===== config.mk =====
export PLATFORM = sky130hd
export DESIGN_NAME = frame_evict_ctrl
export DESIGN_NICKNAME = d
export VERILOG_FILES = /design/src/rtl/frame_evict_pkg.sv /design/src/rtl/frame_match.sv /design/src/rtl/victim_select.sv /design/src/rtl/frame_evict_ctrl.sv
export SDC_FILE = /design/constraint.sdc
export NUM_CORES = 2
export LEC_CHECK = 0
export BUFFER_PORTS_ARGS = -buffer_cell sky130_fd_sc_hd__buf_2
export CELL_PAD_IN_SITES_DETAIL_PLACEMENT = 1
export CELL_PAD_IN_SITES_GLOBAL_PLACEMENT = 2
export CORE_UTILIZATION = 35
export CTS_CLUSTER_SIZE = 30
export DETAILED_ROUTE_END_ITERATION = 16
export PLACE_DENSITY_LB_ADDON = 0.1
export SLEW_MARGIN = 30
export SYNTH_ARGS = -nofsm -noshare
export SYNTH_HDL_FRONTEND = slang
export SYNTH_SLANG_ARGS = --single-unit

===== constraint.sdc =====
create_clock -name clk -period 18.1 [get_ports clk]
set_input_delay 0 -clock clk [delete_from_list [all_inputs] [get_ports clk]]
set_output_delay 0 -clock clk [all_outputs]
set_load 0.02 [all_outputs]

===== src/rtl/frame_evict_pkg.sv =====
package frame_evict_pkg;
    typedef enum logic [1:0] {
        ST_IDLE   = 2'd0,
        ST_WBACK  = 2'd1,
        ST_FILL   = 2'd2,
        ST_REPLAY = 2'd3
    } evict_state_t;
endpackage


===== src/rtl/frame_match.sv =====
module frame_match #(
    parameter int FRAMES = 8,
    parameter int VPN_W  = 15,
    localparam int IDX_W = (FRAMES > 1) ? $clog2(FRAMES) : 1
) (
    input  logic                    clk,
    input  logic                    rst_n,
    input  logic [VPN_W-1:0]        vpn,
    input  logic [FRAMES*VPN_W-1:0] tags,
    input  logic [FRAMES-1:0]       valid,
    output logic                    hit_any,
    output logic [IDX_W-1:0]        hit_idx
);
    logic [FRAMES-1:0] hit_vec;

    for (genvar g = 0; g < FRAMES; g++) begin : g_cmp
        assign hit_vec[g] = valid[g] && (tags[g*VPN_W +: VPN_W] == vpn);
    end

    assign hit_any = |hit_vec;

    always_comb begin
        hit_idx = '0;
        for (int i = 0; i < FRAMES; i++) begin
            if (hit_vec[i]) hit_idx = IDX_W'(i);
        end
    end


    onehot_hit_chk: assert property (@(posedge clk) disable iff (!rst_n)
        $onehot0(hit_vec));
endmodule


===== src/rtl/victim_select.sv =====
module victim_select #(
    parameter int FRAMES = 8,
    parameter int CNT_W  = 24,
    localparam int IDX_W = (FRAMES > 1) ? $clog2(FRAMES) : 1
) (
    input  logic                    clk,
    input  logic                    rst_n,
    input  logic [FRAMES-1:0]       valid,
    input  logic [FRAMES*CNT_W-1:0] cnts,
    output logic [IDX_W-1:0]        victim
);
    logic             inv_found;
    logic [IDX_W-1:0] inv_idx;
    logic [IDX_W-1:0] low_idx;
    logic [CNT_W-1:0] low_cnt;

    always_comb begin
        inv_found = 1'b0;
        inv_idx   = '0;
        low_idx   = '0;
        low_cnt   = cnts[CNT_W-1:0];
        for (int i = 0; i < FRAMES; i++) begin
            if (!valid[i] && !inv_found) begin
                inv_found = 1'b1;
                inv_idx   = IDX_W'(i);
            end
            if (cnts[i*CNT_W +: CNT_W] < low_cnt) begin
                low_cnt = cnts[i*CNT_W +: CNT_W];
                low_idx = IDX_W'(i);
            end
        end
        victim = inv_found ? inv_idx : low_idx;
    end


    empty_first_chk: assert property (@(posedge clk) disable iff (!rst_n)
        !(&valid) |-> !valid[victim]);
endmodule


===== src/rtl/frame_evict_ctrl.sv =====
module frame_evict_ctrl
    import frame_evict_pkg::*;
#(
    parameter int ADDR_W   = 24,
    parameter int OFS_W    = 9,
    parameter int FRAMES   = 8,
    parameter int CNT_W    = 24,
    parameter int WT_SHIFT = 11,
    parameter int MULT_W   = 8,
    parameter int STAT_W   = 16,
    localparam int VPN_W   = ADDR_W - OFS_W,
    localparam int IDX_W   = (FRAMES > 1) ? $clog2(FRAMES) : 1,
    localparam int SCAN_W  = $clog2(FRAMES + 1),
    localparam int SUM_W   = CNT_W + SCAN_W
) (
    input  logic              clk,
    input  logic              rst_n,
    input  logic              req_valid,
    input  logic              req_write,
    input  logic [ADDR_W-1:0] req_addr,
    input  logic [MULT_W-1:0] wr_mult,
    output logic              ready,
    output logic              rsp_hit,
    output logic              rsp_miss,
    output logic [IDX_W-1:0]  hit_frame,
    output logic              xfer_req,
    output logic              xfer_wb,
    output logic [IDX_W-1:0]  xfer_frame,
    output logic [VPN_W-1:0]  xfer_vpn,
    input  logic              xfer_done,
    input  logic              stat_clr,
    output logic [STAT_W-1:0] hit_count,
    output logic [STAT_W-1:0] miss_count
);
    localparam logic [CNT_W-1:0]  RD_WT   = CNT_W'(1) << WT_SHIFT;
    localparam logic [SUM_W-1:0]  DIVISOR = SUM_W'(FRAMES - 1);
    localparam logic [SCAN_W-1:0] SCAN_END = SCAN_W'(FRAMES);

    evict_state_t state_q, state_d;

    logic [VPN_W-1:0]        tag_q [FRAMES];
    logic [CNT_W-1:0]        cnt_q [FRAMES];
    logic [FRAMES-1:0]       val_q, dirty_q;
    logic [FRAMES*VPN_W-1:0] tag_flat;
    logic [FRAMES*CNT_W-1:0] cnt_flat;

    logic [VPN_W-1:0]  vpn_q;
    logic              wr_q;
    logic [IDX_W-1:0]  vic_q;
    logic [SCAN_W-1:0] scan_q;
    logic [SUM_W-1:0]  sum_q;
    logic              done_seen_q;

    logic              hit_any;
    logic [IDX_W-1:0]  hit_idx, vic_w;
    logic [CNT_W-1:0]  wr_wt, avg_w;
    logic              take, scan_done, fill_go;

    for (genvar g = 0; g < FRAMES; g++) begin : g_flat
        assign tag_flat[g*VPN_W +: VPN_W] = tag_q[g];
        assign cnt_flat[g*CNT_W +: CNT_W] = cnt_q[g];
    end

    frame_match #(.FRAMES(FRAMES), .VPN_W(VPN_W)) u_match (
        .clk(clk), .rst_n(rst_n),
        .vpn(req_addr[ADDR_W-1:OFS_W]), .tags(tag_flat), .valid(val_q),
        .hit_any(hit_any), .hit_idx(hit_idx)
    );

    victim_select #(.FRAMES(FRAMES), .CNT_W(CNT_W)) u_vic (
        .clk(clk), .rst_n(rst_n),
        .valid(val_q), .cnts(cnt_flat), .victim(vic_w)
    );

    function automatic logic [CNT_W-1:0] sat_add(input logic [CNT_W-1:0] a,
                                                 input logic [CNT_W-1:0] b);
        logic [CNT_W:0] s;
        s = {1'b0, a} + {1'b0, b};
        return s[CNT_W] ? {CNT_W{1'b1}} : s[CNT_W-1:0];
    endfunction

    assign wr_wt     = CNT_W'(wr_mult) << WT_SHIFT;
    assign avg_w     = CNT_W'(sum_q / DIVISOR);
    assign take      = (state_q == ST_IDLE) && req_valid;
    assign scan_done = (scan_q == SCAN_END);
    assign fill_go   = (state_q == ST_FILL) && scan_done && (done_seen_q || xfer_done);

    // next-state logic
    always_comb begin
        state_d = state_q;
        unique case (state_q)
            ST_IDLE:   if (take && !hit_any)
                           state_d = (val_q[vic_w] && dirty_q[vic_w]) ? ST_WBACK : ST_FILL;
            ST_WBACK:  if (xfer_done) state_d = ST_FILL;
            ST_FILL:   if (fill_go) state_d = ST_REPLAY;
            ST_REPLAY: state_d = ST_IDLE;
        endcase
    end

    always_ff @(posedge clk or negedge rst_n) begin
        if (!rst_n) state_q <= ST_IDLE;
        else        state_q <= state_d;
    end

    // outputs decoded from state
    always_comb begin
        ready      = (state_q == ST_IDLE);
        xfer_wb    = (state_q == ST_WBACK);
        xfer_req   = (state_q == ST_WBACK) || ((state_q == ST_FILL) && !done_seen_q);
        xfer_frame = vic_q;
        xfer_vpn   = (state_q == ST_WBACK) ? tag_q[vic_q] : vpn_q;
    end

    // frame table, scan and responses
    always_ff @(posedge clk or negedge rst_n) begin
        if (!rst_n) begin
            for (int i = 0; i < FRAMES; i++) begin
                tag_q[i] <= '0;
                cnt_q[i] <= '0;
            end
            val_q       <= '0;
            dirty_q     <= '0;
            vpn_q       <= '0;
            wr_q        <= 1'b0;
            vic_q       <= '0;
            scan_q      <= '0;
            sum_q       <= '0;
            done_seen_q <= 1'b0;
            rsp_hit     <= 1'b0;
            rsp_miss    <= 1'b0;
            hit_frame   <= '0;
        end else begin
            rsp_hit  <= 1'b0;
            rsp_miss <= 1'b0;
            if (take && hit_any) begin
                rsp_hit        <= 1'b1;
                hit_frame      <= hit_idx;
                cnt_q[hit_idx] <= sat_add(cnt_q[hit_idx], req_write ? wr_wt : RD_WT);
                if (req_write) dirty_q[hit_idx] <= 1'b1;
            end
            if (take && !hit_any) begin
                rsp_miss <= 1'b1;
                vpn_q    <= req_addr[ADDR_W-1:OFS_W];
                wr_q     <= req_write;
                vic_q    <= vic_w;
            end
            if (state_d == ST_FILL && state_q != ST_FILL) begin
                scan_q      <= '0;
                sum_q       <= '0;
                done_seen_q <= 1'b0;
            end
            if (state_q == ST_FILL) begin
                if (xfer_done) done_seen_q <= 1'b1;
                if (!scan_done) begin
                    scan_q <= scan_q + 1'b1;
                    if (scan_q != SCAN_W'(vic_q))
                        sum_q <= sum_q + SUM_W'(cnt_q[scan_q[IDX_W-1:0]]);
                end
            end
            if (fill_go) begin
                tag_q[vic_q]   <= vpn_q;
                cnt_q[vic_q]   <= avg_w;
                val_q[vic_q]   <= 1'b1;
                dirty_q[vic_q] <= 1'b0;
            end
            if (state_q == ST_REPLAY) begin
                rsp_hit      <= 1'b1;
                hit_frame    <= vic_q;
                cnt_q[vic_q] <= sat_add(cnt_q[vic_q], wr_q ? wr_wt : RD_WT);
                if (wr_q) dirty_q[vic_q] <= 1'b1;
            end
        end
    end

    // event counters
    always_ff @(posedge clk or negedge rst_n) begin
        if (!rst_n) begin
            hit_count  <= '0;
            miss_count <= '0;
        end else if (stat_clr) begin
            hit_count  <= '0;
            miss_count <= '0;
        end else if (take) begin
            if (hit_any) hit_count  <= hit_count + 1'b1;
            else         miss_count <= miss_count + 1'b1;
        end
    end


    busy_xfer_chk: assert property (@(posedge clk) disable iff (!rst_n)
        xfer_req |-> !ready);


    miss_busy_chk: assert property (@(posedge clk) disable iff (!rst_n)
        rsp_miss |-> !ready);


    wb_then_fill_chk: assert property (@(posedge clk) disable iff (!rst_n)
        (xfer_req && xfer_wb && xfer_done) |=> (xfer_req && !xfer_wb));


    stat_clear_chk: assert property (@(posedge clk) disable iff (!rst_n)
        stat_clr |=> (hit_count == '0 && miss_count == '0));
endmodule


==> run metrics <==
drt pass-1 iters=11; Required @ worst endpoint=roughly 19 ns; largest net degree at the start of global routing=71; post-synth cell types=112; # IOs=96; Worst setup EP type=flop; Critical-path top delay cell=a221oi_1; first-pass GRT wire length=289 mm; deepest clock path buffer count=3; DR WL/cell=about 31 µm; antenna violations before repair=4; Cell Area, Synth=37,300 µm²; DR DRC count=4; final hold vios=0; EDFF count, synth=0; Max Cap Viol=0; DP Area=just over 40,000 µm²; Clk Latency, worst-skew pair=0.70 ns; starting DRC count in detailed routing=3,197; gpl congestion=1.01; Setup Crit Path Kind=flop to flop; routed vias/inst=between 6 and 7; CP most frequent cell=a21oi_2; num rows=119; Net Count, Synth=approximately 5,100; IO Port Bufs=86; asr flop ratio synth=100%; Core ar.=approximately 110,000 µm²; Total GRT Usage=36.5%; CTS clk-pin slew, worst paths=around 0.06 ns; Warnings, synthesis=0; final core occ=between 40 and 50%; starting density of the core=between 30% and 40%; CTS tree=done; count of final setup violators=0; Hold Crit Class=input port to flop; layout cells sized above 1=roughly 17%; H-Tree Depth=2; fmax=0.0577 GHz; Post-Syn Instances=4,843; worst hold stages=5; Die ar.=about 110,000 µm²; failing checks=DRC; Crit Path Max Fanout=26; DIE WIDTH=between 300 and 400 µm; main flop type after synthesis=dfrtp_1; most common cell after layout, fill and taps aside=nand2_1; Synth Register Bits=about 420; CP peak stage delay=~0.42 ns; # clock sinks=between 400 and 500; Die H=between 300 and 400 µm; status=complete, but fails checks; Seq/Total Area, Yosys=28.1%; Final period util=between 90% and 100%; Setup crit start kind=flop; most frequent cells in the layout=nand2_1 (796), a21oi_1 (513), nor2_1 (460), dfrtp_1 (414), buf_4 (328); area occupied by multi-input gates=around 26,000 µm²; syn avg cell area=7.70 µm²; DR vias=40,700; relative slew slack=a little over a quarter; Reg2Reg Depth=between 100 and 150; Nets=5,266; DRT Wirelength=201 mm; Final Max Slew Viols=0; clock root cell=clkbuf_16; Reg area=10,500 µm²; fillcell total=between 10,000 and 15,000; post-detail-place hpwl=144 mm; global route total overflow=0; clock skew=0.0697 ns; vias in the first global route=~40,000; remaining antenna violation count after routing=0; Worst Max-Slew Pin Slew=1.10 ns; design area=43,800 µm²; Area Growth Syn to Fin=17.5%; fin crit period=~17 ns; Num CTS Buffers=54; Critical Path AT=between 15 and 20 ns
## layer usage
metal	share of wire [%]	wire (µm)	vias to the layer above	global-route usage, %
met5	0.021	42	-	0
met4	5.5	11200	6	17.2
met1	42	85400	20600	48.8
met3	7.2	14400	493	5.41
met2	45	90400	1749	57.9
li1	-	-	17900	-
## state kept, by name (all words and copies together), names as in the netlist, 2 cells and up
name,flops
hit_count,16
cnt_flat,192
dirty_q,8
miss_count,16
sum_q,28
tag_flat,120
vpn_q,15
hit_frame,3
val_q,8
xfer_frame,3
scan_q,4
state_q,2
## critical path: cells and delay by family, from the launching register on
family	cells	cell delay, ns
buffers and inverters	17	2.42
muxes	3	0.76
DFF	1	0.39
adders and majority gates	7	1.78
and+or+nand+nor	33	3.97
AOI/OAI and AO/OA	47	7.89
## cells by family (layout without fill, tap and decap cells)
kind of cell             Yosys count  in the layout  synth area share (%)
AND/OR/NAND/NOR                 1798           1798                  21.3
AO/OA/AOI/OAI                   1498           1498                  25.7
buffers and inverters            513            731                  5.44
flip-flops                       419            419                  28.1
adder cells (fa/ha/maj)          214            214                  7.21
multiplexers                     206            206                  7.62
XOR/XNOR                         195            195                  4.64
other                              0              1                     0
## metrics by stage
stage	TNS, ns	hold WS (ns)	worst slack [ns]	instances
detailed placement	-15.87	0.122	-0.521	6284
global placement	0	0.128	0.0782	6283
CTS	-0.00141	0.0253	-0.00141	6423
global route	-0.982	0.0432	-0.161	6452
finish	0	0.0552	0.760	6453
floorplan	0	-0.296	0.105	4843
## final timing paths
| check | end | slack (ns) | startpoint |
|---|---|---|---|
| worst max-delay path | scan_q[1] | 0.76 | cnt_flat[1] |
| worst min-delay path | cnt_flat[131] | 0.06 | wr_mult[0] |
| worst max register to register | scan_q[1] | 0.76 | cnt_flat[1] |
| worst min register to register | hit_frame[2] | 0.53 | hit_frame[2] |
| max in group asynchronous | cnt_flat[59] | 14.00 | rst_n |
| min in group asynchronous | tag_flat[117] | 0.43 | rst_n |
## cell usage after synthesis, types with 28 or more instances
master	count	area share, %
clkbuf_1	288	2.9
nor4_1	31	0.52
xnor2_1	151	3.5
nor2_1	485	4.9
a22oi_1	83	1.7
mux2_2	60	1.8
a21o_1	51	1.0
o211ai_1	70	1.4
ha_1	206	6.9
o21bai_1	28	0.56
o22ai_1	75	1.3
o21ai_0	224	3.0
nand3_1	66	0.89
a21oi_1	552	7.4
xor2_1	42	0.99
mux2i_1	88	2.4
dfrtp_1	419	28
nand2_1	811	8.2
mux4_2	56	3.4
a211oi_1	114	2.3
nor3_1	58	0.78
nor2b_1	39	0.65
nand4_1	120	2.0
a221oi_1	39	0.92
inv_1	170	1.7
a31oi_1	29	0.49
and2_1	40	0.67
nand2b_1	47	0.79
## timing repair
action                     4_1_cts  5_1_grt
hold endpoints to repair       165        0
resized for setup               19      141
setup buffers                   18       28
setup endpoints to repair       35       38
cloned                           1        2
hold buffers                    22        0
pin swaps                        5       75
## area by class of cell
class / count / share of cell area [%]
flip-flops and latches: 419 / 24.0
repair buffers: 460 / 7.97
diodes: 1 / 0.00571
inverters: 173 / 1.49
clock inverters: 16 / 0.437
clock buffers: 82 / 3.69
multi-input cells: 3911 / 58.5
well taps: 1391 / 3.97
Power is not shown: default switching activity piles up to over one toggle a cycle in this logic, so the estimate is an artifact.
